File: src/rtl/mbist_hub.sv
module mbist_hub #(
  parameter int N_UNITS = 4,
  parameter int DIAG_W  = 8
) (
  input  logic                        clk,
  input  logic                        rst_n,
  input  logic                        test_en,
  input  logic                        bank_mode,
  input  logic                        g_invoke,
  input  logic                        g_reset,
  input  logic                        g_bitmap,
  input  logic [N_UNITS-1:0]          hold_in,
  output logic [N_UNITS-1:0]          unit_invoke,
  output logic [N_UNITS-1:0]          unit_reset,
  output logic [N_UNITS-1:0]          unit_bitmap,
  output logic [N_UNITS-1:0]          unit_hold,
  input  logic [N_UNITS-1:0]          unit_done,
  input  logic [N_UNITS-1:0]          unit_fail,
  input  logic [N_UNITS*DIAG_W-1:0]   unit_diag,
  output logic                        chip_done,
  output logic                        chip_fail,
  output logic [DIAG_W-1:0]           diag_out
);
  localparam int LOW_N = N_UNITS / 2;

  logic low_bank_ok;
  logic [DIAG_W-1:0] diag_sel;
  logic              diag_found;

  assign unit_reset  = {N_UNITS{test_en & g_reset}};
  assign unit_bitmap = {N_UNITS{test_en & g_bitmap}};
  assign unit_hold   = hold_in & {N_UNITS{test_en}};

  genvar gi;
  generate
    for (gi = 0; gi < N_UNITS; gi++) begin : g_inv
      if (gi < LOW_N) begin : g_low
        assign unit_invoke[gi] = test_en & g_invoke;
      end else begin : g_high
        assign unit_invoke[gi] = test_en & g_invoke & (~bank_mode | low_bank_ok);
      end
    end
  endgenerate

  always_ff @(posedge clk or negedge rst_n) begin
    if (!rst_n) begin
      chip_done   <= 1'b0;
      chip_fail   <= 1'b0;
      low_bank_ok <= 1'b0;
    end else begin
      chip_done   <= test_en & (&unit_done);
      chip_fail   <= test_en & (|unit_fail);
      low_bank_ok <= test_en & (&unit_done[LOW_N-1:0]);
    end
  end

  always_comb begin
    diag_sel   = '0;
    diag_found = 1'b0;
    for (int i = 0; i < N_UNITS; i++) begin
      if (!diag_found && !hold_in[i]) begin
        diag_sel   = unit_diag[i*DIAG_W +: DIAG_W];
        diag_found = 1'b1;
      end
    end
  end

  assign diag_out = test_en ? diag_sel : '0;

  assert_done_and_R3: assert property (@(posedge clk) disable iff (!rst_n)
    (test_en && (&unit_done)) |=> chip_done);

  assert_fail_or_R4: assert property (@(posedge clk) disable iff (!rst_n)
    (test_en && (|unit_fail)) |=> chip_fail);

  assert_all_held_R6: assert property (@(posedge clk) disable iff (!rst_n)
    (test_en && (&hold_in)) |-> (diag_out == '0));

  assert_safe_off_R7: assert property (@(posedge clk) disable iff (!rst_n)
    !test_en |-> (unit_invoke == '0 && unit_hold == '0 && unit_reset == '0 && diag_out == '0));

  assert_bank_order_R9: assert property (@(posedge clk) disable iff (!rst_n)
    (bank_mode && unit_invoke[N_UNITS-1]) |-> $past(test_en && (&unit_done[LOW_N-1:0])));
endmodule

File: config.mk
export PLATFORM = sky130hd
export DESIGN_NAME = mbist_hub
export DESIGN_NICKNAME = d
export VERILOG_FILES = /design/src/rtl/mbist_hub.sv
export SDC_FILE = /design/constraint.sdc
export NUM_CORES = 1
export LEC_CHECK = 0
export BUFFER_PORTS_ARGS = -buffer_cell sky130_fd_sc_hd__buf_2
export CORE_ASPECT_RATIO = 0.7
export CORE_MARGIN = 8
export CORE_UTILIZATION = 29
export DETAILED_ROUTE_END_ITERATION = 6
export PLACE_DENSITY = 0.75
export REMOVE_ABC_BUFFERS = 1
export SLEW_MARGIN = 40
export SYNTH_ARGS = -nofsm -noshare
export SYNTH_HDL_FRONTEND = slang
export SYNTH_SLANG_ARGS = --single-unit
File: constraint.sdc
create_clock -name clk -period 0.8 [get_ports clk]
set_clock_uncertainty 0.1 [all_clocks]
set_input_delay 0.04 -clock clk [delete_from_list [all_inputs] [get_ports clk]]
set_output_delay 0.04 -clock clk [all_outputs]
set_load 0.05 [all_outputs]
== Word-level counts from Yosys, hierarchy flattened ==
Cells that the tools add are included.

* Muxes and demuxes: 8
* Bitwise operators: 10
* Reduce and logical (&&, ||, !) cells: 11

{| class="wikitable"
|+ Operators by type and width
! cell !! number
|-
| two-way mux 8 bit || 5
|-
| AND 1 bit || 7
|-
| logical NOT 1 bit || 5
|-
| AND 4 bit || 1
|-
| AND reduction 4 bit || 1
|-
| OR reduction 4 bit || 1
|-
| logical AND 1 bit || 3
|-
| two-way mux 1 bit || 3
|-
| AND reduction 2 bit || 1
|-
| NOT 1 bit || 1
|-
| OR 1 bit || 1
|}

* Flip-flop bits (word level): 3
* Input port bits: 51
* Output and inout bits: 26
* Logic and storage cells: 32

== Depth between registers and ports, before layout ==
* Depth after elaboration: 10
* Mapped depth: 4
* Mapped depth without buffers: 3

== Worst setup path before layout ==
No wires, ideal clock.

* Kind: input-to-output
* Start point: input port g_invoke
* End point: output port unit_invoke[3]
* Arrival: 1727 ps
* Setup slack: -1067 ps
* Stages: 3
* Buffers on the path: 1
* Path through: and2_1 a21boi_1 buf_4

* Cells in the longest elaborated chain, start to end: 2

{| class="wikitable"
|+ Ends and longest elaborated chain
! item !! line !! text
|-
| from (decl) || 9 || <nowiki>input logic g_invoke,</nowiki>
|-
| AND 1 bit (2 in a row) || n/a ||
|-
| to (decl) || 13 || <nowiki>output logic [N_UNITS-1:0] unit_invoke,</nowiki>
|}

Every way passes these cells.

== Worst setup path in the final report ==
* Start point: register low_bank_ok
* End point: output port unit_invoke[3]

* Cells in the longest elaborated chain, start to end: 2

{| class="wikitable"
|+ Ends and longest elaborated chain
! item !! line !! text
|-
| from (decl) || 26 || <nowiki>logic low_bank_ok;</nowiki>
|-
| from (signal assigned) || 53 || <nowiki>low_bank_ok <= test_en & (&unit_done[LOW_N-1:0]);</nowiki>
|-
| OR 1 bit || 40 || <nowiki>assign unit_invoke[gi] = test_en & g_invoke & (~bank_mode | low_bank_ok);</nowiki>
|-
| AND 1 bit || 40 ||
|}

Every way passes these cells.

==> impl_metrics.xml <==
<?xml version="1.0" encoding="UTF-8"?>
<metrics>
  <group name="run_status">
    <metric name="status" unit="">finished, violations left</metric>
    <metric name="violations" unit="">hold timing, setup timing</metric>
  </group>
  <group name="job">
    <metric name="timing.max_cap.violations" unit="">0</metric>
  </group>
  <group name="sta">
    <metric name="timing.max_slew.rel_slack" unit="">0.834</metric>
    <metric name="final_hold_violations" unit="">3</metric>
    <metric name="worstMarginPinSlew" unit="ps">251</metric>
    <metric name="rsz0062_at_grt" unit="">yes</metric>
    <metric name="layout_worst_path_cycle_share" unit="">1.36</metric>
    <metric name="setup_viol" unit="">12</metric>
    <metric name="maxClockFrequency" unit="MHz">918</metric>
    <metric name="whs" unit="ps">-69.6</metric>
    <metric name="finalWorstSetupSlack" unit="ps">-290</metric>
    <metric name="period_needed" unit="ps">1090</metric>
    <metric name="timing.final.max_slew_violations" unit="">0</metric>
  </group>
  <group name="final_layout">
    <metric name="utilization" unit="">0.631</metric>
    <metric name="design.final.nets" unit="">211</metric>
    <metric name="fill_cells" unit="">182</metric>
    <metric name="number_of_antenna_cells_inserted" unit="">0</metric>
    <metric name="seqCellArea" unit="sq um">75.1</metric>
    <metric name="multiInputGateArea" unit="sq um">508</metric>
    <metric name="layout-area-overhead-vs-synth" unit="%">108</metric>
    <metric name="final_layout_size_suffix_gt1_frac" unit="">0.811</metric>
  </group>
  <group name="logic_synthesis">
    <metric name="synth.area.mux_share" unit="">0</metric>
    <metric name="post_synth_instance_area" unit="sq um">642</metric>
    <metric name="synthXorXnorAreaFrac" unit="">0</metric>
    <metric name="synth_top_family_by_area" unit="">compound AO/OA/AOI/OAI gates</metric>
    <metric name="synth_adder_area_share" unit="">0</metric>
    <metric name="compound_gate_fraction_of_synth_area" unit="">0.372</metric>
    <metric name="synth_seq_area_share" unit="">0.117</metric>
    <metric name="post_synth_and_or_nand_nor_area_fraction" unit="">0.355</metric>
    <metric name="post_synth_num_cell_types" unit="">17</metric>
    <metric name="synth_seq_cells" unit="">3</metric>
    <metric name="synth.avg_cell_area" unit="sq um">8.12</metric>
    <metric name="post_synth_inst_count" unit="">79</metric>
    <metric name="synth_warnings" unit="">0</metric>
  </group>
  <group name="setup_path">
    <metric name="critical_path.max_stage_delay" unit="ps">330</metric>
    <metric name="cp_top_family" unit="">flip-flops</metric>
    <metric name="slowest_stage" unit="">dfrtp_1</metric>
    <metric name="timing.critical_path.fanout_max" unit="">2</metric>
    <metric name="startpoint_type" unit="">flop</metric>
    <metric name="critPathBufInv" unit="">2</metric>
    <metric name="worst-endpoint-arrival" unit="ps">950</metric>
    <metric name="crit_chain" unit="">inv_2 &gt; a21boi_2 &gt; buf_6</metric>
    <metric name="worst-setup-path-type" unit="">flop to output port</metric>
    <metric name="worst-endpoint-required" unit="ps">660</metric>
    <metric name="setup.worst_path.end_class" unit="">output port</metric>
  </group>
  <group name="global_routing">
    <metric name="wire_length_of_the_first_global_routing_pass" unit="um">4350</metric>
    <metric name="groute.usage.overall" unit="">0.131</metric>
    <metric name="grt_antenna_before_repair" unit="">0</metric>
    <metric name="grt_start_max_net_pins" unit="">10</metric>
    <metric name="first_global_vias" unit="">934</metric>
    <metric name="total_congestion_overflow_after_global_routing" unit="">0</metric>
  </group>
  <group name="floorplan">
    <metric name="die_y" unit="um">55.4</metric>
    <metric name="chipWidth" unit="um">72.2</metric>
    <metric name="die_area" unit="sq um">4000</metric>
    <metric name="start_util" unit="">0.303</metric>
    <metric name="num_rows" unit="">14</metric>
    <metric name="top_level_ports" unit="">77</metric>
    <metric name="core_area" unit="sq um">2120</metric>
  </group>
  <group name="clock_network">
    <metric name="worst_setup_hold_path_clk_slew" unit="ps">40</metric>
    <metric name="cts.hold.buffers_added" unit="">2</metric>
    <metric name="cts-root-buf" unit="">clkbuf_4</metric>
    <metric name="cts.htree.levels" unit="">1</metric>
    <metric name="cts_num_sinks" unit="">3</metric>
    <metric name="clock_path_buffers" unit="">2</metric>
    <metric name="tritoncts" unit="">yes</metric>
    <metric name="cts-buffers-inserted" unit="">3</metric>
  </group>
  <group name="route">
    <metric name="route.final.wire_length" unit="um">2780</metric>
    <metric name="drt_first_pass_iters" unit="">4</metric>
    <metric name="drt_drc_violations_left" unit="">0</metric>
    <metric name="num_vias" unit="">872</metric>
    <metric name="route.detailed.wl_per_inst" unit="um">14.6</metric>
    <metric name="vias_per_cell" unit="">4.57</metric>
    <metric name="detail_route.iter0.violations" unit="">13</metric>
    <metric name="postRouteAntennaNets" unit="">0</metric>
  </group>
  <group name="placed_design">
    <metric name="detailedPlacementHpwl" unit="um">2300</metric>
    <metric name="post-place-ws" unit="ps">-424</metric>
    <metric name="gpl.final_weighted_congestion" unit="">0.783</metric>
    <metric name="placement.io_buffers" unit="">76</metric>
  </group>
  <group name="power">
    <metric name="clk_pwr_share" unit="">0.202</metric>
    <metric name="net-switching-power" unit="W">0.000572</metric>
    <metric name="combPwrFrac" unit="">0.675</metric>
    <metric name="pwr-share-seq" unit="">0.123</metric>
    <metric name="power_per_cell_area" unit="nW/um^2">982</metric>
    <metric name="vdd.ir_drop.worst" unit="uV">266</metric>
    <metric name="power.leakage" unit="nW">0.666</metric>
    <metric name="intPower" unit="W">0.000741</metric>
    <metric name="net_switching_share_of_the_total_power" unit="">0.435</metric>
  </group>
  <group name="min_path">
    <metric name="hold_class" unit="">input pin to flop</metric>
    <metric name="timing.hold.worst_endpoint" unit="">chip_fail</metric>
    <metric name="whs_path_depth" unit="">2</metric>
    <metric name="min-delay-start" unit="">unit_fail[2]</metric>
  </group>
</metrics>
how the worst max path moves through the flow:
stage                 from        endpoint  slack (ps)  cells after the start
2_1_floorplan     g_invoke  unit_invoke[2]       -1700                      2
3_3_place_gp    hold_in[0]     diag_out[2]        -390                      6
3_5_place_dp    hold_in[3]     diag_out[5]        -420                      5
4_1_cts        low_bank_ok  unit_invoke[2]        -300                      3
5_1_grt        low_bank_ok  unit_invoke[3]        -330                      3
6_report       low_bank_ok  unit_invoke[3]        -290                      3
Yosys cell counts (all sizes together):
cell,instances,area share
a21boi,1,0.012
a21oi,16,0.22
and2,7,0.068
and2b,8,0.12
and3,2,0.019
and3b,2,0.027
buf,12,0.14
clkbuf,1,0.0058
dfrtp,3,0.12
inv,1,0.0058
nand4b,1,0.037
nor2b,8,0.078
o21ai,16,0.12
o41a,1,0.018
placed cells by master, fill, tap and decap left out, drive strengths merged:
cell type / n
dfrtp: 3
buf: 87
and3b: 2
and2b: 8
and3: 2
nand4b: 1
dlygate4sd3: 1
inv: 1
a21boi: 1
nor2b: 8
and2: 7
clkbuf: 4
a21oi: 16
dlymetal6s4s: 1
o41a: 1
o21ai: 16
per-layer routing:
layer	vias up	track usage	part of all wire
met2	46	0.240	0.51
met1	398	0.137	0.38
met5	-	0	0
li1	428	-	-
met4	0	0.0261	0
met3	0	0.0504	0.11
registers in the layout (all words and copies together) (netlist names):
name         count
low_bank_ok      1
chip_done        1
chip_fail        1
cell families (layout without fill, tap and decap cells):
logic type | Yosys count | count (layout)
AOI/OAI and AO/OA | 34 | 34
DFF | 3 | 3
buffers and inverters | 14 | 94
and+or+nand+nor | 28 | 28
metrics by stage:
stage / std cells / instance area (sq um) / setup TNS [ps] / power, W
after floorplan: 66 / 546 / -13180 / 0.000601
after global placement: 185 / 1050 / -4150 / 0.000874
after detailed placement: 185 / 1050 / -4270 / 0.000890
after CTS: 191 / 1310 / -2960 / 0.00131
after global routing: 191 / 1340 / -3300 / 0.00138
final: 191 / 1340 / -2730 / 0.00131
repair_timing:
action,4_1_cts,5_1_grt
setup buffers,0,0
pin swaps,7,8
resized for setup,68,15
endpoints found under the hold margin,6,3
gates cloned,0,0
setup endpoints to repair,24,25
power groups by stage:
stage | sequential (W) | clock, W | combinational, W
2_1_floorplan | 0.000176 | 0 | 0.000425
3_3_place_gp | 0.000162 | 0 | 0.000713
3_5_place_dp | 0.000162 | 0 | 0.000728
4_1_cts | 0.000161 | 0.000276 | 0.000873
5_1_grt | 0.000162 | 0.000290 | 0.000932
6_report | 0.000161 | 0.000266 | 0.000886
cell type report:
type	instances	share of cell area
well taps	32	0.0299
inverters	1	0.00281
multi-input cells	62	0.380
flip-flops and latches	3	0.0561
repair buffers	89	0.512
clock buffers	4	0.0196
No activity file was read; power rests on OpenSTA's default activity.
